--- src/rtl/wom_pkg.sv ---
// Shared definitions for the write-channel order monitor.
package wom_pkg;
    localparam int NUM_ERR = 4;
    typedef enum logic [1:0] {
        ERR_ORDER = 2'd0,
        ERR_SHORT = 2'd1,
        ERR_OVER  = 2'd2,
        ERR_FULL  = 2'd3
    } err_code_e;
endpackage

--- src/rtl/wom_id_table.sv ---
// Outstanding-write table keyed by ID. Each entry holds a valid bit, an ID
// and the number of writes outstanding for it. A lookup on the request ID
// decides whether a new entry is needed; a response retires one write.
// Assumes DEPTH >= 2 and fewer than 2**CNT_W writes outstanding per ID.
module wom_id_table #(
    parameter int ID_W  = 4,
    parameter int DEPTH = 8,
    parameter int CNT_W = 8
) (
    input  logic            clk,
    input  logic            rst_n,
    input  logic            req_chk,
    input  logic [ID_W-1:0] req_id,
    input  logic            req_push,
    input  logic            rsp_valid,
    input  logic [ID_W-1:0] rsp_id,
    output logic            tbl_full,
    output logic            rsp_bad
);
    localparam int IDX_W = $clog2(DEPTH);

    logic [DEPTH-1:0] vld_q;
    logic [ID_W-1:0]  id_q  [DEPTH];
    logic [CNT_W-1:0] cnt_q [DEPTH];

    logic             req_hit, rsp_hit, free_ok, same_dec;
    logic [IDX_W-1:0] req_idx, rsp_idx, free_idx;

    // Search the table for the request ID, the response ID and a free slot.
    always_comb begin
        req_hit  = 1'b0; req_idx  = '0;
        rsp_hit  = 1'b0; rsp_idx  = '0;
        free_ok  = 1'b0; free_idx = '0;
        for (int i = DEPTH - 1; i >= 0; i--) begin
            if (vld_q[i] && id_q[i] == req_id) begin
                req_hit = 1'b1; req_idx = IDX_W'(i);
            end
            if (vld_q[i] && id_q[i] == rsp_id) begin
                rsp_hit = 1'b1; rsp_idx = IDX_W'(i);
            end
            if (!vld_q[i]) begin
                free_ok = 1'b1; free_idx = IDX_W'(i);
            end
        end
    end

    assign tbl_full = req_chk && !req_hit && !free_ok;
    assign rsp_bad  = rsp_valid && !rsp_hit;
    assign same_dec = rsp_valid && rsp_hit && (rsp_idx == req_idx);

    // Update entry counts: retire on a response, add or allocate on a request.
    always_ff @(posedge clk) begin
        if (!rst_n) begin
            vld_q <= '0;
            for (int i = 0; i < DEPTH; i++) begin
                id_q[i]  <= '0;
                cnt_q[i] <= '0;
            end
        end else begin
            if (rsp_valid && rsp_hit) begin
                cnt_q[rsp_idx] <= cnt_q[rsp_idx] - 1'b1;
                if (cnt_q[rsp_idx] == CNT_W'(1)) vld_q[rsp_idx] <= 1'b0;
            end
            if (req_push && req_hit) begin
                vld_q[req_idx] <= 1'b1;
                cnt_q[req_idx] <= same_dec ? cnt_q[req_idx] : cnt_q[req_idx] + 1'b1;
            end else if (req_push) begin
                vld_q[free_idx] <= 1'b1;
                id_q[free_idx]  <= req_id;
                cnt_q[free_idx] <= CNT_W'(1);
            end
        end
    end

    // Table invariants: a live entry has writes outstanding, and IDs are unique.
    always_ff @(posedge clk) begin
        if (rst_n) begin
            for (int i = 0; i < DEPTH; i++) begin

                live_cnt_chk: assert (!vld_q[i] || cnt_q[i] != '0)
                    else $error("valid entry with zero count");
                for (int j = i + 1; j < DEPTH; j++) begin

                    uniq_id_chk: assert (!(vld_q[i] && vld_q[j] && id_q[i] == id_q[j]))
                        else $error("duplicate ID in table");
                end
            end
        end
    end
endmodule

--- src/rtl/wom_beat_check.sv ---
// Queue of announced burst lengths in address order, and a beat counter for
// the burst at its head. Flags early and late end-of-burst markers.
// Assumes DEPTH is a power of two and that each address is accepted in an
// earlier cycle than the first data beat of its burst.
module wom_beat_check #(
    parameter int ID_W  = 4,
    parameter int LEN_W = 8,
    parameter int DEPTH = 8
) (
    input  logic             clk,
    input  logic             rst_n,
    input  logic             push,
    input  logic [ID_W-1:0]  push_id,
    input  logic [LEN_W-1:0] push_len,
    input  logic             beat,
    input  logic             last,
    output logic             q_full,
    output logic             short_err,
    output logic             over_err,
    output logic [ID_W-1:0]  err_id
);
    localparam int PTR_W = $clog2(DEPTH);

    logic [ID_W-1:0]  id_mem  [DEPTH];
    logic [LEN_W-1:0] len_mem [DEPTH];
    logic [PTR_W-1:0] wr_q, rd_q;
    logic [PTR_W:0]   cnt_q;
    logic [LEN_W:0]   beats_q, beat_no;
    logic             empty, pop;

    assign empty   = (cnt_q == '0);
    assign q_full  = (cnt_q == (PTR_W+1)'(DEPTH));
    assign beat_no = beats_q + 1'b1;
    assign pop     = beat && last && !empty;

    // Classify the current beat against the length at the head of the queue.
    always_comb begin
        short_err = 1'b0;
        over_err  = 1'b0;
        err_id    = empty ? '0 : id_mem[rd_q];
        if (beat && empty)
            over_err = 1'b1;
        else if (beat && last)
            short_err = (beat_no <= {1'b0, len_mem[rd_q]});
        else if (beat)
            over_err = (beat_no > {1'b0, len_mem[rd_q]});
    end

    // Advance the length queue and the beat counter.
    always_ff @(posedge clk) begin
        if (!rst_n) begin
            wr_q <= '0; rd_q <= '0; cnt_q <= '0; beats_q <= '0;
            for (int i = 0; i < DEPTH; i++) begin
                id_mem[i]  <= '0;
                len_mem[i] <= '0;
            end
        end else begin
            if (push) begin
                id_mem[wr_q]  <= push_id;
                len_mem[wr_q] <= push_len;
                wr_q          <= wr_q + 1'b1;
            end
            if (pop) rd_q <= rd_q + 1'b1;
            cnt_q <= cnt_q + (PTR_W+1)'(push) - (PTR_W+1)'(pop);
            if (beat && last)
                beats_q <= '0;
            else if (beat && !empty && beats_q != '1)
                beats_q <= beat_no;
        end
    end


    no_push_full_chk: assert property (@(posedge clk) disable iff (!rst_n)
        q_full |-> !push);

    beats_idle_chk: assert property (@(posedge clk) disable iff (!rst_n)
        (beat && last) |=> (beats_q == '0));
endmodule

--- src/rtl/wom_err_capture.sv ---
// Sticky fault flags, a free-running cycle counter, and the first-fault
// record with its one-cycle trace pulse. The lowest code wins when several
// faults share an edge; a clear wins over any fault in its own cycle.
module wom_err_capture
    import wom_pkg::*;
#(
    parameter int ID_W    = 4,
    parameter int STAMP_W = 16
) (
    input  logic                           clk,
    input  logic                           rst_n,
    input  logic                           clr,
    input  logic [NUM_ERR-1:0]             err,
    input  logic [NUM_ERR-1:0][ID_W-1:0]   err_ids,
    output logic [NUM_ERR-1:0]             flags,
    output logic                           trc_valid,
    output logic [ID_W-1:0]                trc_id,
    output logic [1:0]                     trc_code,
    output logic [STAMP_W-1:0]             trc_stamp
);
    logic [STAMP_W-1:0] stamp_q;
    logic               held_q;
    logic [1:0]         pick;

    // Select the lowest-numbered fault present this cycle.
    always_comb begin
        pick = 2'd0;
        for (int k = NUM_ERR - 1; k >= 0; k--)
            if (err[k]) pick = 2'(k);
    end

    // Free-running stamp counter.
    always_ff @(posedge clk) begin
        if (!rst_n) stamp_q <= '0;
        else        stamp_q <= stamp_q + 1'b1;
    end

    // Sticky flags and first-fault record.
    always_ff @(posedge clk) begin
        if (!rst_n || clr) begin
            flags     <= '0;
            held_q    <= 1'b0;
            trc_valid <= 1'b0;
            if (!rst_n) begin
                trc_id    <= '0;
                trc_code  <= '0;
                trc_stamp <= '0;
            end
        end else begin
            flags     <= flags | err;
            trc_valid <= 1'b0;
            if (!held_q && err != '0) begin
                held_q    <= 1'b1;
                trc_valid <= 1'b1;
                trc_id    <= err_ids[pick];
                trc_code  <= pick;
                trc_stamp <= stamp_q;
            end
        end
    end


    sticky_flag_chk: assert property (@(posedge clk) disable iff (!rst_n)
        !clr |=> ((flags & $past(flags)) == $past(flags)));

    clr_empty_chk: assert property (@(posedge clk) disable iff (!rst_n)
        clr |=> (flags == '0 && !trc_valid));

    one_pulse_chk: assert property (@(posedge clk) disable iff (!rst_n)
        trc_valid |=> !trc_valid);

    record_hold_chk: assert property (@(posedge clk) disable iff (!rst_n)
        (trc_valid && !clr) |=> ($stable(trc_id) && $stable(trc_code) && $stable(trc_stamp)));
endmodule

--- src/rtl/wr_order_mon.sv ---
// Top of the passive write-channel monitor. Turns bus handshakes into
// table, queue and capture events; drives nothing onto the bus.
module wr_order_mon
    import wom_pkg::*;
#(
    parameter int ID_W    = 4,
    parameter int LEN_W   = 8,
    parameter int DEPTH   = 8,
    parameter int STAMP_W = 16
) (
    input  logic               clk,
    input  logic               rst_n,
    input  logic               clr,
    input  logic               aw_valid,
    input  logic               aw_ready,
    input  logic [ID_W-1:0]    aw_id,
    input  logic [LEN_W-1:0]   aw_len,
    input  logic               w_valid,
    input  logic               w_ready,
    input  logic               w_last,
    input  logic               b_valid,
    input  logic               b_ready,
    input  logic [ID_W-1:0]    b_id,
    output logic [3:0]         err_flags,
    output logic               trc_valid,
    output logic [ID_W-1:0]    trc_id,
    output logic [1:0]         trc_code,
    output logic [STAMP_W-1:0] trc_stamp
);
    localparam int CNT_W = 8;

    logic aw_hs, w_hs, b_hs;
    logic tbl_full, q_full, accept, rsp_bad, short_err, over_err;
    logic [ID_W-1:0]                 beat_id;
    logic [NUM_ERR-1:0]              err_vec;
    logic [NUM_ERR-1:0][ID_W-1:0]    err_ids;

    assign aw_hs  = aw_valid && aw_ready;
    assign w_hs   = w_valid && w_ready;
    assign b_hs   = b_valid && b_ready;
    assign accept = aw_hs && !tbl_full && !q_full;

    assign err_vec = {aw_hs && (tbl_full || q_full), over_err, short_err, rsp_bad};
    assign err_ids = {aw_id, beat_id, beat_id, b_id};

    wom_id_table #(.ID_W(ID_W), .DEPTH(DEPTH), .CNT_W(CNT_W)) u_table (
        .clk(clk), .rst_n(rst_n),
        .req_chk(aw_hs), .req_id(aw_id), .req_push(accept),
        .rsp_valid(b_hs), .rsp_id(b_id),
        .tbl_full(tbl_full), .rsp_bad(rsp_bad)
    );

    wom_beat_check #(.ID_W(ID_W), .LEN_W(LEN_W), .DEPTH(DEPTH)) u_beats (
        .clk(clk), .rst_n(rst_n),
        .push(accept), .push_id(aw_id), .push_len(aw_len),
        .beat(w_hs), .last(w_last),
        .q_full(q_full), .short_err(short_err), .over_err(over_err), .err_id(beat_id)
    );

    wom_err_capture #(.ID_W(ID_W), .STAMP_W(STAMP_W)) u_cap (
        .clk(clk), .rst_n(rst_n), .clr(clr),
        .err(err_vec), .err_ids(err_ids),
        .flags(err_flags), .trc_valid(trc_valid), .trc_id(trc_id),
        .trc_code(trc_code), .trc_stamp(trc_stamp)
    );


    order_flag_chk: assert property (@(posedge clk) disable iff (!rst_n)
        (b_hs && rsp_bad && !clr) |=> err_flags[0]);

    first_code_chk: assert property (@(posedge clk) disable iff (!rst_n)
        trc_valid |-> err_flags[trc_code]);
endmodule

--- config.mk ---
export PLATFORM = sky130hd
export DESIGN_NAME = wr_order_mon
export DESIGN_NICKNAME = d
export VERILOG_FILES = /design/src/rtl/wom_pkg.sv /design/src/rtl/wom_id_table.sv /design/src/rtl/wom_beat_check.sv /design/src/rtl/wom_err_capture.sv /design/src/rtl/wr_order_mon.sv
export SDC_FILE = /design/constraint.sdc
export NUM_CORES = 1
export LEC_CHECK = 0
export ABC_AREA = 1
export BUFFER_PORTS_ARGS = -buffer_cell sky130_fd_sc_hd__buf_4
export CAP_MARGIN = 20
export CORE_MARGIN = 3
export CORE_UTILIZATION = 55
export DETAILED_ROUTE_END_ITERATION = 10
export PLACE_DENSITY = 0.72
export SLEW_MARGIN = 20
export SYNTH_ARGS = -nofsm -noshare
export SYNTH_HDL_FRONTEND = slang
export SYNTH_SLANG_ARGS = --single-unit
--- constraint.sdc ---
create_clock -name clk -period 7.3 [get_ports clk]
set_clock_uncertainty 0.1 [all_clocks]
set_input_delay 0.365 -clock clk [delete_from_list [all_inputs] [get_ports clk]]
set_output_delay 0.365 -clock clk [all_outputs]
set_load 0.1 [all_outputs]
==> results.txt, run 1 <==
The logs give 17.1% for the combinational group share of total power and 7.016 nW for the leakage power. The floorplan has 60 rows. After clock tree synthesis, the setup repair step added 0 buffers.

In the synthesized netlist the async set-or-reset flop fraction comes to 0%. Using the TritonRoute via totals, the vias-per-cell ratio works out to 5.790. The most congested layer reported by global routing was met2. Post-CTS repair changed the size of 0 cells.

The synthesized netlist devotes 9.830% of its cell area to compound gates. Of the available clock period, the critical path in the final layout requires 64.04%. After detailed routing, the total wire length is 44390 um.

For met2 alone, demand over resource in global routing was 48.33%. The cell-internal power is 2.738 mW, and the count of different cell masters after synthesis is 54. Via count: 13350. Setup repair after global routing left no endpoint under its margin. After Yosys synthesis, full adders, half adders and majority gates account for 1.925% of the synthesized area. The net total in the final layout came out at 1960. Among all flip-flop cells after synthesis, the most frequent one is edfxtp_1.

The global-route congestion overflow total is 0. The worst path in the final design needs a cycle of 4675 ps, including I/O delays and setup. For this run, design rule violations remaining after detail routing come to 0. The clock reaches the later pin of the worst-skew pair after 550 ps. Summed over all instances, the cell type with the most area after synthesis is edfxtp_1. In the final timing run, aggregate negative setup slack is 0 ps. Antenna diode instance count: 0.

When the netlist entered floorplanning its net count stood at 1943. Clock tree synthesis selected as its root buffer the cell clkbuf_16. 53 I/O pins were placed. After synthesis the cells add up to 0.01534 sq mm. The hold-fix buffer count after cts is 0, and the relative slew slack is 34.53%. The horizontal die dimension is 173.0 um, and the ratio of cells with drive above 1 in the final layout is 11.28%.

The number of buffers inserted by port buffering works out to 52. The clock net in this run drives a total of 266 sinks. The tools report the sort of element at the end of the critical path as a flip-flop. Data arrives at the worst endpoint at 4640 ps. The number of nets with antenna violations after routing was 0. The run gives 4.150% as the global-route track usage on met3.

The fraction of synthesized cell area in xor and xnor cells works out to 1.191%. Worst hold path depth: 3. Classification of the worst setup path: reg -> reg.

The detailed-router iteration count before antenna repair came out at 6. The final cell count without fillers came out at 2305. The run finished with clean final reports. The detailed router finished its first iteration with 1461 violations.

The run gives 0.9937 as the routability congestion estimate from global placement. The commonest non-fill, non-tap cell in the layout was nand2_1. Counting the fill cells in the layout gives 2428. The core region is 0.02718 sq mm. The instance count of the mapped netlist was 1894; the fraction of met1 tracks used by global routing was 39.91%. In this run the deepest clock path goes through 3 buffers. Mean routed wirelength per cell: 19.26 um. The worst setup path is launched from a flip-flop.

TritonCTS built the clock tree. The run gives 12770 as the number of global-route vias before repair. The total number of H-tree levels is 1. The tool flagged a number of max-cap violations equal to 0.

Measured along the y axis, the die boundary spans 173.0 um. The highest fanout seen on the critical path works out to 25. Global routing used 29.41% of the available tracks across all layers. The highest clock frequency the design can meet is 213.9 MHz, and the actual transition at the worst max-transition pin is 979.7 ps. The area added between synthesis and finish was 9.463%; the switching share of power was 29.46%.

Summed over all nets, the half-perimeter wirelength after detailed placement is 31760 um. Counting flops with a built-in enable in the synthesized netlist gives 214. Yosys attributes the largest share of cell area to edfxtp_1 (42%), nand2_1 (9.5%), nor2_1 (8.5%). The classification of the worst-slack hold path is in -> reg. The run gives 70670 um as the global-route wire length before repair. After synthesis, flip-flops and latches occupy 48.69% of the total area.

Clock tree synthesis inserted a total of 29 buffers. In the layout the commonest cells are nand2_1 (389), nor2_1 (348), edfxtp_1 (214), inv_1 (200), nand3_1 (119). The number of hold violations in the final report came out at 0. The analysis attributes to net switching a power of 1.143 mW. The tools report the share of total power in the clock network as 37.1%. Measured in cells, the most critical reg-to-reg path has a length of 15. Once the floorplan was initialized, standard cells occupied 56.44% of the core. The share of the core filled with cells in the final layout is 61.78%, and the clock transition at the registers of the reported paths is 60 ps. The synthesized design devotes to its leading area cell type 41.90% of total area. The area share of and/or/nand/nor cells after synthesis is 30.05%, and the worst vdd rail ir drop is 0.2521 mV. Number of antenna violations at the first check in global routing: 0.

The total count of max-transition violations in the final report is 0, and the critical path required time is 7260 ps. Yosys printed 0 warnings. By area, the combinational part of the netlist is dominated by simple AND/OR/NAND/NOR gates. After synthesis, the mean cell area works out to 8.098 sq um.

Measured against the total synthesized area, the mux share comes to 0.1468%. The number of placed instances, taps included, is 2252. The die covers 0.02993 sq mm. The power density over the cells was 231.1 mW/mm^2; the pin count of the biggest net entering global routing was 50.

The sequential share of power is 45.8%. Counting flops and latches in the post-synthesis netlist gives 266. For the final setup violation count, the log shows 0.
power by group through the flow:
stage	Clock [mW]	Combinational, mW	Sequential (mW)
4_1_cts	1.45	0.657	1.78
2_1_floorplan	0	0.400	1.87
5_1_grt	1.52	0.729	1.79
6_report	1.44	0.663	1.78
3_3_place_gp	0	0.641	1.81
3_5_place_dp	0	0.653	1.81
critical path: stages (launching register included):
cell	delay, ps
dfxtp_1	910
inv_1	630
o21ai_0	260
o221ai_1	150
o21ai_0	170
ha_1	170
nand2_1	90
or4_1	560
nand3_1	110
a21oi_1	90
inv_1	70
nand2_1	50
inv_1	70
nand3_1	70
nand3_1	100
nand2_1	570
through the flow:
step	hold WS, ps	power [mW]	area [sq um]	worst slack [ps]
2_1_floorplan	317.3	2.273	15340	3709
3_5_place_dp	341.9	2.461	15870	2670
3_3_place_gp	338.1	2.447	15870	2589
6_report	77.87	3.881	16790	2625
4_1_cts	52.44	3.880	16790	2636
5_1_grt	72.71	4.031	16790	2142
registers in the layout, summed over array words and instances (netlist names), named ones only:
name,count
u_beats.beats_q,9
u_beats.cnt_q,4
u_beats.id_mem,32
u_beats.len_mem,64
u_beats.rd_q,3
u_beats.wr_q,3
u_cap.flags,4
u_cap.held_q,1
u_cap.stamp_q,16
u_cap.trc_code,2
u_cap.trc_id,4
u_cap.trc_stamp,16
u_cap.trc_valid,1
u_table.cnt_q,64
u_table.id_q,32
u_table.vld_q,8
per-layer routing:
layer  vias up  wire length (um)
met2       702             20690
met3       120              3944
met1      6181             18000
met4         0              1749
met5         -                 0
li1       6344                 -
Yosys cell counts (all sizes together), types with 2 or more instances:
cell and count:
buf 31, nand3b 17, a211oi 4, a21boi 2
ha 22, nor3 13, nand4 55, nand3 127
clkbuf 40, edfxtp 214, nand2 414, dfxtp 52
xor2 10, a21oi 46, o211ai 12, xnor2 10
o22ai 28, o221ai 11, a31oi 3, clkinv 3
o21ai 153, nor2 384, mux2 2, inv 233
worst paths after layout:
check              startpoint            endpoint  slack (ps)
min reg2reg  u_cap.stamp_q[0]    u_cap.stamp_q[0]         350
max                 flip-flop  u_cap.trc_stamp[5]        2630
min                       clr      u_cap.flags[0]          80
max reg2reg         flip-flop  u_cap.trc_stamp[5]        2630
layout make-up:
class / count / area [sq um] / share of cell area (%)
multi-input combinational: 1321 / 6616 / 39.41
clock buffer: 44 / 822.0 / 4.896
tap: 372 / 465.4 / 2.772
clock inverter: 9 / 96.34 / 0.5739
timing repair buffer: 57 / 427.9 / 2.549
sequential: 266 / 7467 / 44.48
inverter: 236 / 893.4 / 5.321
logic make-up after synthesis:
family	count (synthesis)
AND/OR/NAND/NOR	1015
adder cells (fa/ha/maj)	23
AO/OA/AOI/OAI	261
XOR/XNOR	20
multiplexers	2
flip-flops	266
buffers and inverters	307
Note: power is estimated with default switching activity, not from simulation.
==> run 2: changes to the inputs <==
==> constraint.sdc (replaced) <==
create_clock -name clk -period 4.75 [get_ports clk]
set_clock_uncertainty 0.1 [all_clocks]
set_input_delay 0.2375 -clock clk [delete_from_list [all_inputs] [get_ports clk]]
set_output_delay 0.2375 -clock clk [all_outputs]
set_load 0.1 [all_outputs]
==> results.txt, run 2 (synthesis results as in run 1) <==
The run finished with clean final reports. Subtracting the final worst setup slack from the clock period gives 4065 ps. TritonCTS built the clock tree. The HPWL after detailed placement is 32960 um.

Setup repair after global routing left no endpoint under its margin. In this run the tool buffered the top-level ports with 52 buffer cells. Highest fanout seen on the critical path: 15.

Sort of element at the end of the critical path: a flip-flop. Prior to clock tree synthesis, the placed netlist has a worst setup slack of 710.5 ps. In the routed design, unresolved DRC markers number 0. For this design the ratio of total power to cell area is 352.7 mW/mm^2. The chip height works out to 173.0 um. The ratio of cells with drive above 1 in the final layout is 12.75%, and the final sum of negative setup slack is 0 ps. Entering global routing, the biggest net connects 47 pins. In the final routed layout, each cell accounts on average for 19.58 um. The number of global-route vias before repair came out at 12640.

Setup slack on the critical path of the routed design comes to 684.6 ps. The run gives 0.2555 mV as the worst vdd rail ir drop. The clock passes through at most 3 buffers. The clock transition at the registers of the reported paths is 60 ps. Category of the worst setup path launch point: a flip-flop.

The classification of the worst-slack hold path was in -> reg. Walking the worst path, the cells encountered are inv_1, o21ai_0, o221ai_1, o21ai_0, ha_1, nand2_1, nor3b_1, nand2_1, o211ai_1, nand3_1, a21oi_1, o21ai_0, nand2_1, inv_1, o211ai_1, a21oi_1. The floorplan has 60 rows.

The tools report the total number of H-tree levels as 1. For the worst setup path, the data arrival time is 4230 ps. The global-route wire length before repair was 71350 um.

The number of antenna violations at the first check in global routing came out at 0. Total routing usage reported by global routing: 29.88%. Total count of max-transition violations in the final report: 0. For this run, the post-layout net count is 1994.

Measured along the x axis, the die boundary spans 173.0 um. The clock sink count was 266; the max-capacitance violation count was 0. The commonest non-fill, non-tap cell in the layout was nand2_1. For the pin with the worst max-slew slack, the measured transition is 891.8 ps.

Once detail routing completed, the nets flagged for antenna violations numbered 0. The delay contributed by the slowest stage of the critical path is 370 ps, and the final cell count without fillers is 2340. Summing over every cut layer, the via total after detailed routing is 13530. In the final layout, the multi-input gates occupy 0.006616 sq mm. The initial core utilization was 56.44%; the antenna diode instance count was 0. The tools report the cell total after placement as 2282. The tools report the relative slew slack as 40.48%.

In the layout the commonest cells are nand2_1 (389), nor2_1 (348), edfxtp_1 (214), inv_1 (201), nand3_1 (119). Setup violations remaining at the end of the flow were counted as 0. The analysis attributes to cell leakage a power of 7.187 nW. The routability congestion estimate from global placement is 1.020. Classification of the worst setup path: reg -> reg. 53 I/O pins were placed.

Slowest stage cell on the critical path: inv_1. The area added between synthesis and finish came out at 11.29%. Number of DRC markers in iteration 0: 1482. The logs give 6 for the detailed-router iteration count before antenna repair and 45810 um for the wire length reported by the detailed router. The fill cell total of the finished layout came out at 2397. The placeable core area was 0.02718 sq mm; the area of the die was 0.02993 sq mm. Summed over all layers, the global routing overflow is 0.

The cell chosen for the clock root is clkbuf_16. STA puts the critical path data required time at 4910 ps. In the final layout, the registers with the most flip-flops are u_beats.len_mem (64), u_table.cnt_q (64). The logs give 246.0 MHz for the highest clock frequency the design can meet and 560 ps for the latest clock arrival within the worst-skew pair. The number of hold violations in the final report came out at 0. The number of buffers added by the clock tree synthesis step was 29. Dividing the final minimum period by the clock period gives 85.59%. The mean number of vias per cell was 5.784.

In the final layout, flip-flops and latches occupy 0.007467 sq mm.
-- run 2: repair_timing --
item / in CTS / in global routing
hold endpoints to repair: 16 / 0
setup buffers: 0 / 0
gates resized for setup: 0 / 0
hold buffers: 4 / 0
-- run 2: routing by layer --
metal / vias to the layer above / track usage (%) / part of all wire [%]
li1: 6389 / - / -
met1: 6334 / 40.13 / 40
met2: 702 / 50.30 / 47
met3: 109 / 4.282 / 9.3
met4: 0 / 9.493 / 3.3
met5: - / 0 / 0
-- run 2: cell type report --
class | instances | area share, %
Sequential cell | 266 | 43.75
Multi-Input combinational cell | 1321 | 38.76
Inverter | 236 | 5.234
Clock buffer | 40 | 4.552
Timing Repair Buffer | 91 | 4.061
Tap cell | 372 | 2.727
Clock inverter | 14 | 0.9163
-- run 2: worst paths after layout --
path | start | to | slack (ps) | depth (start not counted)
max reg2reg | flip-flop | u_cap.trc_id[2] | 680 | 16
min reg2reg | u_cap.stamp_q[0] | u_cap.stamp_q[0] | 350 | 1
min | aw_len[0] | u_beats.len_mem[1][0] | 20 | 3
max | flip-flop | u_cap.trc_id[2] | 680 | 16
-- run 2: critical path, delay by kind of cell, from the launching register on --
kind | cells | cell delay, ps
AOI/OAI and AO/OA | 8 | 1680
DFF | 1 | 310
adders and majority gates | 1 | 360
and+or+nand+nor | 5 | 750
buffers and inverters | 2 | 580
-- run 2: per-stage QoR --
step | hold slack, ps | util, % | instance area (sq um) | power [mW]
floorplan | 317.3 | - | 15340 | 3.493
global placement | 333.1 | 59.23 | 16100 | 3.794
detailed placement | 341.5 | 59.23 | 16100 | 3.822
CTS | 2.991 | 62.81 | 17070 | 6.027
global route | 18.47 | 62.81 | 17070 | 6.251
finish | 16.97 | 62.81 | 17070 | 6.020
-- run 2: where the power goes --
part	total (mW)	switching, mW	internal [mW]
Combinational	1.07	0.787	0.283
Sequential	2.73	0.0767	2.65
Clock	2.22	0.917	1.31
Total	6.02	1.78	4.24
